==> src/rtl/cmptmr_pkg.sv <==
package cmptmr_pkg;

  localparam int N_IN  = 4;
  localparam int SEL_W = $clog2(N_IN);

  typedef enum logic [1:0] {
    ADR_CTRL = 2'd0,
    ADR_CMP  = 2'd1,
    ADR_CNT  = 2'd2
  } reg_addr_e;

  // bit 0 run, 1 mode, 2 free_run, 3 pol, 5:4 sel, 6 irq_en, 7 dma_en
  typedef struct packed {
    logic             dma_en;
    logic             irq_en;
    logic [SEL_W-1:0] sel;
    logic             pol;
    logic             free_run;
    logic             mode;
    logic             run;
  } ctrl_t;

  localparam int CTRL_W   = $bits(ctrl_t);
  localparam int FLAG_BIT = CTRL_W;

  function automatic logic polarize(input logic level, input logic active_low);
    return level ^ active_low;
  endfunction

  // Source fields are frozen while the timer runs.
  function automatic ctrl_t merge_ctrl(input ctrl_t cur, input ctrl_t req);
    ctrl_t res;
    res = req;
    if (cur.run) begin
      res.mode = cur.mode;
      res.sel  = cur.sel;
      res.pol  = cur.pol;
    end
    return res;
  endfunction

endpackage

==> src/rtl/cmptmr_source.sv <==
module cmptmr_source
  import cmptmr_pkg::*;
(
  input  logic             clk,
  input  logic             rst_n,
  input  logic             run,
  input  logic             mode,
  input  logic             pol,
  input  logic [SEL_W-1:0] sel,
  input  logic             time_tick,
  input  logic [N_IN-1:0]  pulse_in,
  output logic             count_en,
  output logic             pulse_edge
);

  logic [N_IN-1:0] active_vec;
  logic            active;
  logic            prev_q;

  for (genvar i = 0; i < N_IN; i++) begin : g_pol
    assign active_vec[i] = polarize(pulse_in[i], pol);
  end

  assign active = active_vec[sel];

  // Held at 1 while stopped, so an input already active at start is not counted.
  always_ff @(posedge clk or negedge rst_n) begin
    if (!rst_n) prev_q <= 1'b1;
    else        prev_q <= run ? active : 1'b1;
  end

  assign pulse_edge = run & active & ~prev_q;
  assign count_en   = mode ? pulse_edge : time_tick;

endmodule

==> src/rtl/cmptmr_counter.sv <==
module cmptmr_counter #(
  parameter int CNT_W = 16
) (
  input  logic             clk,
  input  logic             rst_n,
  input  logic             run,
  input  logic             free_run,
  input  logic             count_en,
  input  logic [CNT_W-1:0] cmp,
  output logic [CNT_W-1:0] cnt_q,
  output logic             hit
);

  function automatic logic [CNT_W-1:0] step(input logic [CNT_W-1:0] cur,
                                            input logic             matched,
                                            input logic             keep_going);
    if (matched && !keep_going) return '0;
    return cur + CNT_W'(1);
  endfunction

  logic matched;
  assign matched = (cnt_q == cmp);
  assign hit     = run & count_en & matched;

  always_ff @(posedge clk or negedge rst_n) begin
    if (!rst_n)        cnt_q <= '0;
    else if (!run)     cnt_q <= '0;
    else if (count_en) cnt_q <= step(cnt_q, matched, free_run);
  end

endmodule

==> src/rtl/cmptmr_regs.sv <==
module cmptmr_regs
  import cmptmr_pkg::*;
#(
  parameter int CNT_W  = 16,
  parameter int DATA_W = 32
) (
  input  logic              clk,
  input  logic              rst_n,
  input  logic              req_valid,
  input  logic              req_write,
  input  logic [1:0]        req_addr,
  input  logic [DATA_W-1:0] req_wdata,
  output logic [DATA_W-1:0] rsp_rdata,
  input  logic              hit,
  input  logic [CNT_W-1:0]  cnt_q,
  output ctrl_t             ctrl_q,
  output logic [CNT_W-1:0]  cmp_q,
  output logic              flag_q,
  output logic              flag_clr,
  output logic              trigger_q
);

  logic       wr_ctrl, wr_cmp, wr_cnt, rd_req;
  ctrl_t      ctrl_req, ctrl_d;
  logic [CNT_W-1:0] snap_q;
  logic       unused_wdata;

  assign wr_ctrl  = req_valid & req_write & (req_addr == ADR_CTRL);
  assign wr_cmp   = req_valid & req_write & (req_addr == ADR_CMP);
  assign wr_cnt   = req_valid & req_write & (req_addr == ADR_CNT);
  assign rd_req   = req_valid & ~req_write;
  assign ctrl_req = ctrl_t'(req_wdata[CTRL_W-1:0]);
  assign flag_clr = wr_ctrl & req_wdata[FLAG_BIT];
  assign unused_wdata = ^req_wdata;

  always_comb begin
    ctrl_d = ctrl_q;
    if (wr_ctrl) ctrl_d = merge_ctrl(ctrl_q, ctrl_req);
  end

  always_ff @(posedge clk or negedge rst_n) begin
    if (!rst_n) begin
      ctrl_q    <= '0;
      cmp_q     <= '0;
      snap_q    <= '0;
      flag_q    <= 1'b0;
      trigger_q <= 1'b0;
    end else begin
      ctrl_q    <= ctrl_d;
      trigger_q <= hit;
      if (wr_cmp) cmp_q  <= req_wdata[CNT_W-1:0];
      if (wr_cnt) snap_q <= cnt_q;
      if (hit)           flag_q <= 1'b1;
      else if (flag_clr) flag_q <= 1'b0;
    end
  end

  always_ff @(posedge clk or negedge rst_n) begin
    if (!rst_n) rsp_rdata <= '0;
    else if (rd_req) begin
      case (req_addr)
        ADR_CTRL: rsp_rdata <= DATA_W'({flag_q, ctrl_q});
        ADR_CMP:  rsp_rdata <= DATA_W'(cmp_q);
        ADR_CNT:  rsp_rdata <= DATA_W'(snap_q);
        default:  rsp_rdata <= '0;
      endcase
    end
  end

endmodule

==> src/rtl/cmptmr_core.sv <==
module cmptmr_core
  import cmptmr_pkg::*;
#(
  parameter int CNT_W  = 16,
  parameter int DATA_W = 32
) (
  input  logic              clk,
  input  logic              rst_n,
  input  logic              req_valid,
  input  logic              req_write,
  input  logic [1:0]        req_addr,
  input  logic [DATA_W-1:0] req_wdata,
  output logic [DATA_W-1:0] rsp_rdata,
  input  logic              time_tick,
  input  logic [N_IN-1:0]   pulse_in,
  output logic              irq,
  output logic              trigger,
  output logic              dma_req
);

  ctrl_t            ctrl_q;
  logic [CNT_W-1:0] cmp_q;
  logic [CNT_W-1:0] cnt_q;
  logic             flag_q, flag_clr, hit, count_en, pulse_edge;
  logic             run, free_run;
  logic [SEL_W+1:0] src_cfg;

  assign run      = ctrl_q.run;
  assign free_run = ctrl_q.free_run;
  assign src_cfg  = {ctrl_q.mode, ctrl_q.pol, ctrl_q.sel};

  cmptmr_regs #(.CNT_W(CNT_W), .DATA_W(DATA_W)) u_regs (
    .clk(clk), .rst_n(rst_n),
    .req_valid(req_valid), .req_write(req_write), .req_addr(req_addr),
    .req_wdata(req_wdata), .rsp_rdata(rsp_rdata),
    .hit(hit), .cnt_q(cnt_q),
    .ctrl_q(ctrl_q), .cmp_q(cmp_q), .flag_q(flag_q),
    .flag_clr(flag_clr), .trigger_q(trigger)
  );

  cmptmr_source u_source (
    .clk(clk), .rst_n(rst_n), .run(run),
    .mode(ctrl_q.mode), .pol(ctrl_q.pol), .sel(ctrl_q.sel),
    .time_tick(time_tick), .pulse_in(pulse_in),
    .count_en(count_en), .pulse_edge(pulse_edge)
  );

  cmptmr_counter #(.CNT_W(CNT_W)) u_counter (
    .clk(clk), .rst_n(rst_n), .run(run), .free_run(free_run),
    .count_en(count_en), .cmp(cmp_q), .cnt_q(cnt_q), .hit(hit)
  );

  assign irq     = flag_q & ctrl_q.irq_en;
  assign dma_req = flag_q & ctrl_q.dma_en;

endmodule

==> config.mk <==
export PLATFORM = sky130hd
export DESIGN_NAME = cmptmr_core
export DESIGN_NICKNAME = d
export VERILOG_FILES = /design/src/rtl/cmptmr_pkg.sv /design/src/rtl/cmptmr_source.sv /design/src/rtl/cmptmr_counter.sv /design/src/rtl/cmptmr_regs.sv /design/src/rtl/cmptmr_core.sv
export SDC_FILE = /design/constraint.sdc
export NUM_CORES = 1
export LEC_CHECK = 0
export CORE_MARGIN = 1.5
export CORE_UTILIZATION = 45
export DETAILED_ROUTE_END_ITERATION = 12
export GPL_TIMING_DRIVEN = 0
export PLACE_DENSITY = 0.8
export SLEW_MARGIN = 30
export SYNTH_ARGS = -nofsm -noshare
export SYNTH_HDL_FRONTEND = slang
export SYNTH_SLANG_ARGS = --single-unit
==> constraint.sdc <==
create_clock -name clk -period 3.1 [get_ports clk]
set_input_delay 0.93 -clock clk [delete_from_list [all_inputs] [get_ports clk]]
set_output_delay 0.93 -clock clk [all_outputs]
set_load 0.02 [all_outputs]
-- Word-level counts from Yosys, hierarchy flattened
Cells that the tools add are included.
- logic and storage cells: 58
- output and inout port bits: 35
- flip-flop bits (word level): 91
- input port bits: 43
- magnitude comparators: 1
- equality and inequality tests: 4
- bitwise gates (word level): 19
- muxes and demuxes: 14
- $add $sub $neg: 1
- reduce and logical (&&, ||, !) cells: 5
- operators by type and width (operator ; count):
    2-to-1 mux 16 bit ; 4
    case mux 16 bit (3 select lines) ; 1
    adder 16 x 1 -> 16 bit, second input constant ; 1
    equality test 16 bit ; 1
    AND 1 bit ; 12
    2-to-1 mux 1 bit ; 8
    bitwise XOR 1 bit ; 4
    < comparator 2 x 3 -> 1 bit, second input constant ; 1
    NOT 1 bit ; 3
    binary-select mux 1 bit (select 2 bit) ; 1
    equality test 2 x 1 -> 1 bit, second input constant ; 1
    equality test 2 bit, second input constant ; 1
    zero test 2 bit ; 1
    != test 2 x 1 -> 1 bit, second input constant ; 1
    AND reduction 2 bit ; 1
    nonzero test 2 bit ; 1
    logical AND 1 bit ; 1
    zero test 1 bit ; 1

-- Longest topological paths before layout
Gate-level depths: netlist (run 1).
- depth in word-level cells: 11
- depth in mapped cells: 9
- depth with buffers taken out: 7

-- By module
A second synthesis (run 1) with hierarchy kept.
- cell total of the unflattened synthesis: 323
- area total of the unflattened synthesis: 3772.4 um^2
- modules (own cells, without submodules) (module ; sequential area each (um^2) ; cells an instance ; area an instance (um^2) ; instances):
    cmptmr_regs ; 1451.4 ; 203 ; 2661.3 ; 1
    cmptmr_counter ; 400.4 ; 110 ; 1004.7 ; 1
    cmptmr_source ; 26.3 ; 8 ; 93.8 ; 1
    cmptmr_core ; 0.0 ; 2 ; 12.5 ; 1

-- Worst setup path before layout (run 1)
Ideal clock, no wire load.
- path type: input-to-reg
- from: input pulse_in[3]
- to: register u_counter.cnt_q[8]
- slack: 678 ps
- data required time: 2972 ps
- path buffers: 1
- stages: 7
- arrival: 2294 ps
- setup time: 128 ps
- path through: mux4_2 > xnor2_2 > o22ai_4 > nor2_4 > buf_6 > a22oi_2 > o31ai_2
- word-level cells in the longest chain between the ends: 7
- ends and longest elaborated chain (what ; RTL line ; source):
    start, declared ; cmptmr_core.sv:15 ; input logic [N_IN-1:0] pulse_in,
    bitwise XOR 1 bit ; cmptmr_pkg.sv:27 ; return level ^ active_low;
    binary-select mux 1 bit (select 2 bit) ; cmptmr_source.sv:24 ; assign active = active_vec[sel];
    2-to-1 mux 1 bit (implied by the code) ; cmptmr_source.sv:24 ;
    AND 1 bit (2 in a row) ; cmptmr_source.sv:32 ; assign pulse_edge = run & active & ~prev_q;
    2-to-1 mux 1 bit ; cmptmr_source.sv:33 ; assign count_en = mode ? pulse_edge : time_tick;
    != test 2 x 1 -> 1 bit (no line) ; -- ;
    end signal, assigned ; cmptmr_counter.sv:28 ; else if (count_en) cnt_q <= step(cnt_q, matched, free_run);
    end, declared ; cmptmr_counter.sv:10 ; output logic [CNT_W-1:0] cnt_q,
No other way between the ends. The select of a mux whose other input is x is not followed.
A chain may end at the register's enable or synchronous reset.

-- Worst setup path after layout (run 1)
- from: input req_addr[0]
- to: register, netlist name u_regs.ctrl_q[7]
- word-level cells in the longest chain between the ends: 2
- ends and longest elaborated chain (what ; RTL line ; source):
    start, declared ; cmptmr_core.sv:11 ; input logic [1:0] req_addr,
    zero test 2 bit ; cmptmr_regs.sv:28 ; assign wr_ctrl = req_valid & req_write & (req_addr == ADR_CTRL);
    AND 1 bit ; cmptmr_regs.sv:28 ;
No other way between the ends.

==> results.ini, run 1 <==
[die]
start_util_pct=46.7
core.rowCount=33
die_area_sq_um=9080
io_pins=78
coreArea_sq_um=8220
fp.dieW_um=95.3
die_h_um=95.3

[cells_and_area]
final_area_sq_um=4730
diodes=0
drive_gt1_share_pct=26.8
final_core_util_pct=57.5
syn_to_final_growth_pct=23.2
fin_nets=457

[pwr]
vdd_drop_max_mv=0.219
power_density_nw_per_um2=567
p_leak_nw=2.06
p_total_mw=2.68

[clocking]
cts_made_buffers=9
clk_pin_slew_worst_paths_ns=0.07
clkSinkCount=75
h-tree-depth=3
clockBufferDepth=2
cts_tree=yes
cts-resized-gates=0
ctsHoldBuffers=0
clock_latency_ns=0.36
cts_root_buf=clkbuf_8
cts_setup_buffers=0

[route]
postRouteAntennaNets=0
dr.pass1.iters=5
route.met2.wl_mm=4.12
drt-initial-drc-count=76
wire_per_inst_um=15.9
num_vias=2759
via_per_inst=5.28
m1WireLength_mm=3.66
highest_layer=met4
routed_wl_mm=8.29
met3WireLength_um=366
drcViolationCount=0

[sta]
tightestPinTransition_ns=0.867
fin_crit_sh_pct=87.4
hold_viol=0
final_max_slew_viol_count=0
min_period_ns=2.71
rsz0062_at_grt=false
fin_skew_ns=0.00964
slew_headroom_pct=41.7
fmax_mhz=369
finalSetupViolCount=0

[hold_path]
min_path_cells=2
hold_class=flip-flop to flip-flop

[global_route]
grt_max_degree=43
grt_pass1_wl_mm=13.6
grt_pass1_vias=2782
grtUsageTotal_pct=20.2
antenna_found_initial=0
overflow=0

[synthesis]
async_flop_share_pct=100
synth.yosys.seq_area_share_pct=49.0
synth_area_leaders=dfrtp_1, mux2_2, xnor2_1
post-synth-top-count-cell=dfrtp_1
ys_ff_latch=75
syn_area_sq_um=3830
ys_top_cells_by_count=dfrtp_1, mux2_2, nand2_1
synth_cell_types=44
synth_top_area_cell=dfrtp_1
avgSynthCellArea_sq_um=11.2
synthCells=341
synth_edf_count=0
netlist.area_leader.share_pct=48.3
synth_ff_type=dfrtp_1
synth-warning-count=0

[place]
place_area_sq_um=4490
place.gp.congestion=0.816
port_buffers=45
dp_hpwl_mm=6.26

[critical_path]
path_class=primary input to flip-flop
required_ns=3.34
cp_max_fo=10
ff2ff_path_depth=9
start_kind=primary input
cp-end-kind=flip-flop
worstPathArrival_ns=2.95

[status]
status=finished clean

[run]
maxCapViolations=0

[final cells by class]
cell class | instances | area, sq um
timing repair buffer | 46 | 468
tap | 105 | 131
clock inverter | 5 | 83.8
fill | 679 | 3490
buffer | 37 | 231
multi-input combinational | 241 | 1770
clock buffer | 11 | 151
sequential | 75 | 1880
inverter | 3 | 11.3
[worst max-delay path: stages]
cell and delay [ns]:
clkdlybuf4s50_1 0.47, buf_1 0.34, nor3_1 0.80, mux2_2 0.41
[logic make-up after synthesis]
| family | Yosys count | share of synthesized area (%) |
|---|---|---|
| AO/OA/AOI/OAI | 64 | 13.1 |
| other | 1 | 0.0978 |
| AND/OR/NAND/NOR | 93 | 12.4 |
| adder cells (fa/ha/maj) | 1 | 0.326 |
| flip-flops | 75 | 49.0 |
| buffers and inverters | 40 | 6.33 |
| XOR/XNOR | 17 | 4.08 |
| multiplexers | 50 | 14.7 |
[worst paths after layout]
kind                       slack (ns)                            start                              end
min in group asynchronous        0.51                            rst_n       u_regs.trigger_q$_DFF_PN0_
hold / removal                   0.48  u_regs.rsp_rdata[2]$_DFFE_PN0P_  u_regs.rsp_rdata[2]$_DFFE_PN0P_
hold reg to reg                  0.48  u_regs.rsp_rdata[2]$_DFFE_PN0P_  u_regs.rsp_rdata[2]$_DFFE_PN0P_
setup / recovery                 0.39                      req_addr[0]     u_regs.ctrl_q[7]$_DFFE_PN0P_
max in group asynchronous        2.01                            rst_n     u_regs.cmp_q[12]$_DFFE_PN0P_
setup reg to reg                 0.84  u_counter.cnt_q[10]$_DFFE_PN0P_   u_counter.cnt_q[3]$_DFFE_PN0P_
[metrics by stage]
step	hold WS, ns	cells	worst slack [ns]	TNS [ns]
global route	0.510	523	0.318	0
finish	0.479	523	0.389	0
CTS	0.488	523	0.408	0
detailed placement	0.470	507	0.0353	0
floorplan	0.477	356	0.678	0
global placement	0.460	506	-1.43	-106.12
[state kept, by name, summed over array words and instances, names as in the netlist]
name	count
u_regs.ctrl_q	8
u_source.prev_q	1
u_regs.cmp_q	16
u_regs.snap_q	16
u_counter.cnt_q	16
u_regs.rsp_rdata	16
u_regs.flag_q	1
u_regs.trigger_q	1
[routing by layer]
layer,global-route usage [%],up-vias
met2,35.3,76
met1,24.2,1334
met3,4.15,17
li1,-,1332
met4,7.59,0
met5,0,-
[power breakdown]
group / total, mW / switching (mW) / internal, mW
clock: 0.871 / 0.372 / 0.500
sequential: 1.21 / 0.110 / 1.10
combinational: 0.591 / 0.297 / 0.295
total: 2.68 / 0.778 / 1.90
[layout by cell type, fill, tap and decap left out, types with 2 or more instances in the layout]
cell type / n
dfrtp_1: 74
clkbuf_8: 11
nand2b_1: 2
clkbuf_1: 9
a21oi_1: 11
nor4_1: 2
xnor2_1: 16
and2_1: 6
nand4_1: 7
inv_1: 3
a22oi_2: 5
and3_1: 8
o31ai_1: 2
clkdlybuf4s50_1: 44
buf_4: 17
nand3_1: 7
buf_2: 8
o21ai_0: 8
buf_6: 3
mux2i_1: 9
o31ai_2: 10
bufinv_16: 2
a32oi_1: 4
or2_2: 4
nor3_1: 3
o21ai_1: 9
a22oi_1: 11
nor2_1: 13
nand2_1: 33
mux2_2: 40
nor2b_1: 2
conb_1: 16
clkinvlp_4: 2
(Power assumes the default switching activity.)
==> inputs of run 2 (changes only) <==
REMOVE_ABC_BUFFERS = 1   (was unset)
==> results.ini, run 2 (synthesized netlist as in run 1, its figures left out) <==
[global_route]
grt_max_degree=49
grt_pass1_wl_mm=13.4
grtUsageTotal_pct=19.8
overflow=0
antenna_found_initial=0
grt_pass1_vias=2613

[die]
fp.dieW_um=95.3
coreArea_sq_um=8220
io_pins=78
core.rowCount=33
start_util_pct=46.7
die_area_sq_um=9080
die_h_um=95.3

[clocking]
clkSinkCount=75
clock_latency_ns=0.34
clockBufferDepth=2
cts_made_buffers=9
h-tree-depth=3
cts_root_buf=clkbuf_8
clk_pin_slew_worst_paths_ns=0.07
ctsHoldBuffers=0
cts_tree=yes

[run]
maxCapViolations=0

[pwr]
p_leak_nw=1.90
p_total_mw=2.52
power_density_nw_per_um2=563
vdd_drop_max_mv=0.208

[sta]
tightestPinTransition_ns=0.938
fmax_mhz=331
min_period_ns=3.02
slew_headroom_pct=37.0
fin_crit_sh_pct=97.5
hold_viol=0
rsz0062_at_grt=false
final_max_slew_viol_count=0
fin_skew_ns=0.00577
finalSetupViolCount=0

[critical_path]
start_kind=primary input
worstPathArrival_ns=3.24
cp-end-kind=flip-flop
path_class=primary input to flip-flop
cp_max_fo=16
required_ns=3.32

[cells_and_area]
diodes=0
layout_common_cells=dfrtp_1, clkdlybuf4s50_1, mux2_2, nand2_1
seqCellArea_sq_um=1880
drive_gt1_share_pct=23.4
fin_nets=420
final_core_util_pct=54.5
nFillCells=662
syn_to_final_growth_pct=16.8
final_common_cell=dfrtp_1
multi_input_area_sq_um=1790

[route]
dr.pass1.iters=4
drt-initial-drc-count=199
routed_wl_mm=8.33
via_per_inst=5.53
drcViolationCount=0
wire_per_inst_um=17.1
postRouteAntennaNets=0
num_vias=2688

[place]
place.gp.congestion=0.863
port_buffers=45
dp_hpwl_mm=5.70

[hold_path]
hold_class=flip-flop to flip-flop

[status]
status=finished clean

run 2: changes by cell type in the layout (fill, tap and decap cells not counted), moves of 3 or more:
cell and change:
clkinv_2 +3, buf_6 -3, clkbuf_1 -8, buf_2 -8, buf_4 -16
run 2: metrics by stage:
step | setup TNS, ns | setup slack (ns) | std cells | hold WS [ns] | cell area [sq um]
3_3_place_gp | -126.12 | -1.41 | 469 | 0.459 | 4240
4_1_cts | 0 | 0.150 | 486 | 0.485 | 4470
6_report | 0 | 0.0776 | 486 | 0.480 | 4480
3_5_place_dp | -18.73 | -1.03 | 470 | 0.469 | 4270
2_1_floorplan | 0 | 0.610 | 319 | 0.477 | 3660
5_1_grt | 0 | 0.0226 | 486 | 0.515 | 4480
run 2: path summary, 6_finish.rpt:
kind	start	endpoint	slack, ns	cells past startpoint
max	req_addr[1]	u_regs.cmp_q[7]$_DFFE_PN0P_	0.08	4
min	u_regs.rsp_rdata[7]$_DFFE_PN0P_	u_regs.rsp_rdata[7]$_DFFE_PN0P_	0.48	2
max reg2reg	u_counter.cnt_q[6]$_DFFE_PN0P_	u_counter.cnt_q[4]$_DFFE_PN0P_	0.33	6
min reg2reg	u_regs.rsp_rdata[7]$_DFFE_PN0P_	u_regs.rsp_rdata[7]$_DFFE_PN0P_	0.48	2
max in group asynchronous	rst_n	u_counter.cnt_q[7]$_DFFE_PN0P_	2.03	2
min in group asynchronous	rst_n	u_regs.ctrl_q[1]$_DFFE_PN0P_	0.51	1
run 2: final cells by class:
cell class | instances | area share (%)
sequential | 75 | 41.9
multi-input combinational | 241 | 39.9
tap | 105 | 2.93
inverter | 3 | 0.251
clock buffer | 11 | 3.16
timing repair buffer | 46 | 10.6
clock inverter | 5 | 1.17
run 2: what timing repair did:
item / in CTS / in global routing
setup buffers: 0 / 0
setup endpoints to repair: 16 / 2
resized for setup: 3 / 1
hold endpoints to repair: 0 / 0
run 2: worst max-delay path, cell delays in order:
cell and delay (ns):
clkdlybuf4s50_1 0.75, nor2b_2 0.55, nand3_2 0.53, mux2_2 0.47
run 2: metal layers:
layer	wire, um	GRT usage, %	part of all wire (%)
met1	3540	25.6	42
met2	4110	31.5	49
met3	463	4.47	5.6
met4	214	9.33	2.6
met5	0	0	0
run 2: power breakdown:
part           internal (mW)  total (mW)  leakage [nW]  switching, mW
Sequential              1.10        1.23         0.987          0.123
Combinational          0.268       0.555         0.809          0.286
Clock                  0.390       0.738        0.0991          0.348
==> inputs of run 3 (changes only) <==
PLACE_DENSITY = 0.81   (was 0.8)
SYNTH_HIERARCHICAL = 1   (was unset)
clock period = 3 ns   (was 3.1 ns; I/O delays follow)
==> results.ini, run 3 <==
[clocking]
clock_latency_ns=0.35
h-tree-depth=3
clk_pin_slew_worst_paths_ns=0.07
clkSinkCount=75
cts_root_buf=clkbuf_8
clockBufferDepth=2
cts_tree=yes
cts_made_buffers=9

[pwr]
p_sw_mw=0.798
internal_power_mw=1.95
vdd_drop_max_mv=0.230
seqPwrFrac_pct=46.8
p_leak_nw=2.08
p_comb_share_pct=21.6
power_density_nw_per_um2=608
p_clk_share_pct=31.6
switching_share_pct=29.0
p_total_mw=2.75

[critical_path]
path_class=primary input to flip-flop
required_ns=3.24
max_stage_delay_ns=0.92
worstPathArrival_ns=3.12
start_kind=primary input
slowest_stage=clkdlybuf4s50_1
cp_max_fo=16
cp-end-kind=flip-flop
worstPathCellList=clkdlybuf4s50_1 > and2b_1 > nand3_4 > mux2_4

[sta]
tightestPinTransition_ns=0.747
holdWs_ns=0.483
rsz0062_at_grt=false
min_period_ns=2.89
setup_tns_ns=0
slew_headroom_pct=50.1
final_max_slew_viol_count=0
finalSetupViolCount=0
fin_skew_ns=0.00944
fin_crit_sh_pct=96.3
hold_viol=0
worst_slack_ns=0.112
fmax_mhz=346

[route]
drt-initial-drc-count=191
drcViolationCount=0
num_vias=2563
wire_per_inst_um=17.0
via_per_inst=5.37
dr.pass1.iters=4
postRouteAntennaNets=0
routed_wl_mm=8.13

[hold_path]
hold_class=primary input to asynchronous set/reset pin

[cells_and_area]
final_area_sq_um=4520
final_common_cell=dfrtp_1
diodes=0
final_core_util_pct=55.3
final-instance-count-excl-fill=477
syn_to_final_growth_pct=20.2
nFillCells=666
layout_common_cells=dfrtp_1, clkdlybuf4s50_1, nor2_1, xor2_1
fin_nets=411
drive_gt1_share_pct=23.1

[synthesis]
synthCells=321
syn_area_sq_um=3760
synth-warning-count=6
avgSynthCellArea_sq_um=11.7

[die]
coreArea_sq_um=8180
die_area_sq_um=8920
io_pins=78
start_util_pct=46.0
die_h_um=94.4
core.rowCount=33
fp.dieW_um=94.4

[run]
maxCapViolations=0

[global_route]
grtUsageTotal_pct=19.5
grt_pass1_vias=2618
antenna_found_initial=0
grt_max_degree=46
grt_pass1_wl_mm=13.0
overflow=0

[place]
place_inst=457
place_ws_ns=-0.770
place.gp.congestion=0.842
port_buffers=45
place_area_sq_um=4200
dp_hpwl_mm=5.29

[status]
status=finished clean

==> run 3: critical path, delay by kind of cell <==
family | cells | cell delay [ns]
buffers and inverters | 1 | 0.92
muxes | 1 | 0.41
and+or+nand+nor | 2 | 0.87
==> run 3: worst paths after layout <==
check	start	endpoint	slack (ns)	cells after the start
worst max-delay path	req_addr[0]	u_regs/cmp_q[13]$_DFFE_PN0P_	0.11	4
worst min-delay path	rst_n	u_regs/cmp_q[10]$_DFFE_PN0P_	0.48	1
worst max register to register	u_regs/ctrl_q[4]$_DFFE_PN0P_	u_counter/cnt_q[13]$_DFFE_PN0P_	0.43	8
worst min register to register	u_regs/snap_q[1]$_DFFE_PN0P_	u_regs/snap_q[1]$_DFFE_PN0P_	0.52	1
max in group asynchronous	rst_n	u_regs/rsp_rdata[6]$_DFFE_PN0P_	1.94	2
min in group clk	u_regs/snap_q[1]$_DFFE_PN0P_	u_regs/snap_q[1]$_DFFE_PN0P_	0.52	1
==> run 3: area by class of cell <==
class	count	area, sq um	share of cell area (%)
clock buffer	10	138	3.05
inverter	6	22.5	0.498
clock inverter	6	88.8	1.97
timing repair buffer	50	508	11.2
sequential	75	1880	41.6
tap	105	131	2.91
multi-input combinational	225	1750	38.8
==> run 3: power groups by stage <==
stage	clock [mW]	sequential (mW)	combinational, mW
after CTS	0.883	1.28	0.556
after global routing	0.932	1.30	0.642
after detailed placement	0	1.29	0.534
final	0.868	1.29	0.593
after floorplan	0	1.29	0.306
after global placement	0	1.28	0.515
==> run 3: what timing repair did <==
item	CTS	global route
pin swaps	1	4
resized for setup	4	10
hold buffers	0	0
endpoints found under the setup margin	30	1
buffers inserted	1	3
==> run 3: routing by layer <==
metal / wire length (um) / GRT usage [%] / vias to the layer above
li1: - / - / 1163
met1: 3440 / 24.6 / 1290
met2: 4090 / 31.4 / 94
met3: 408 / 4.51 / 16
met4: 200 / 9.45 / 0
met5: 0 / 0 / -
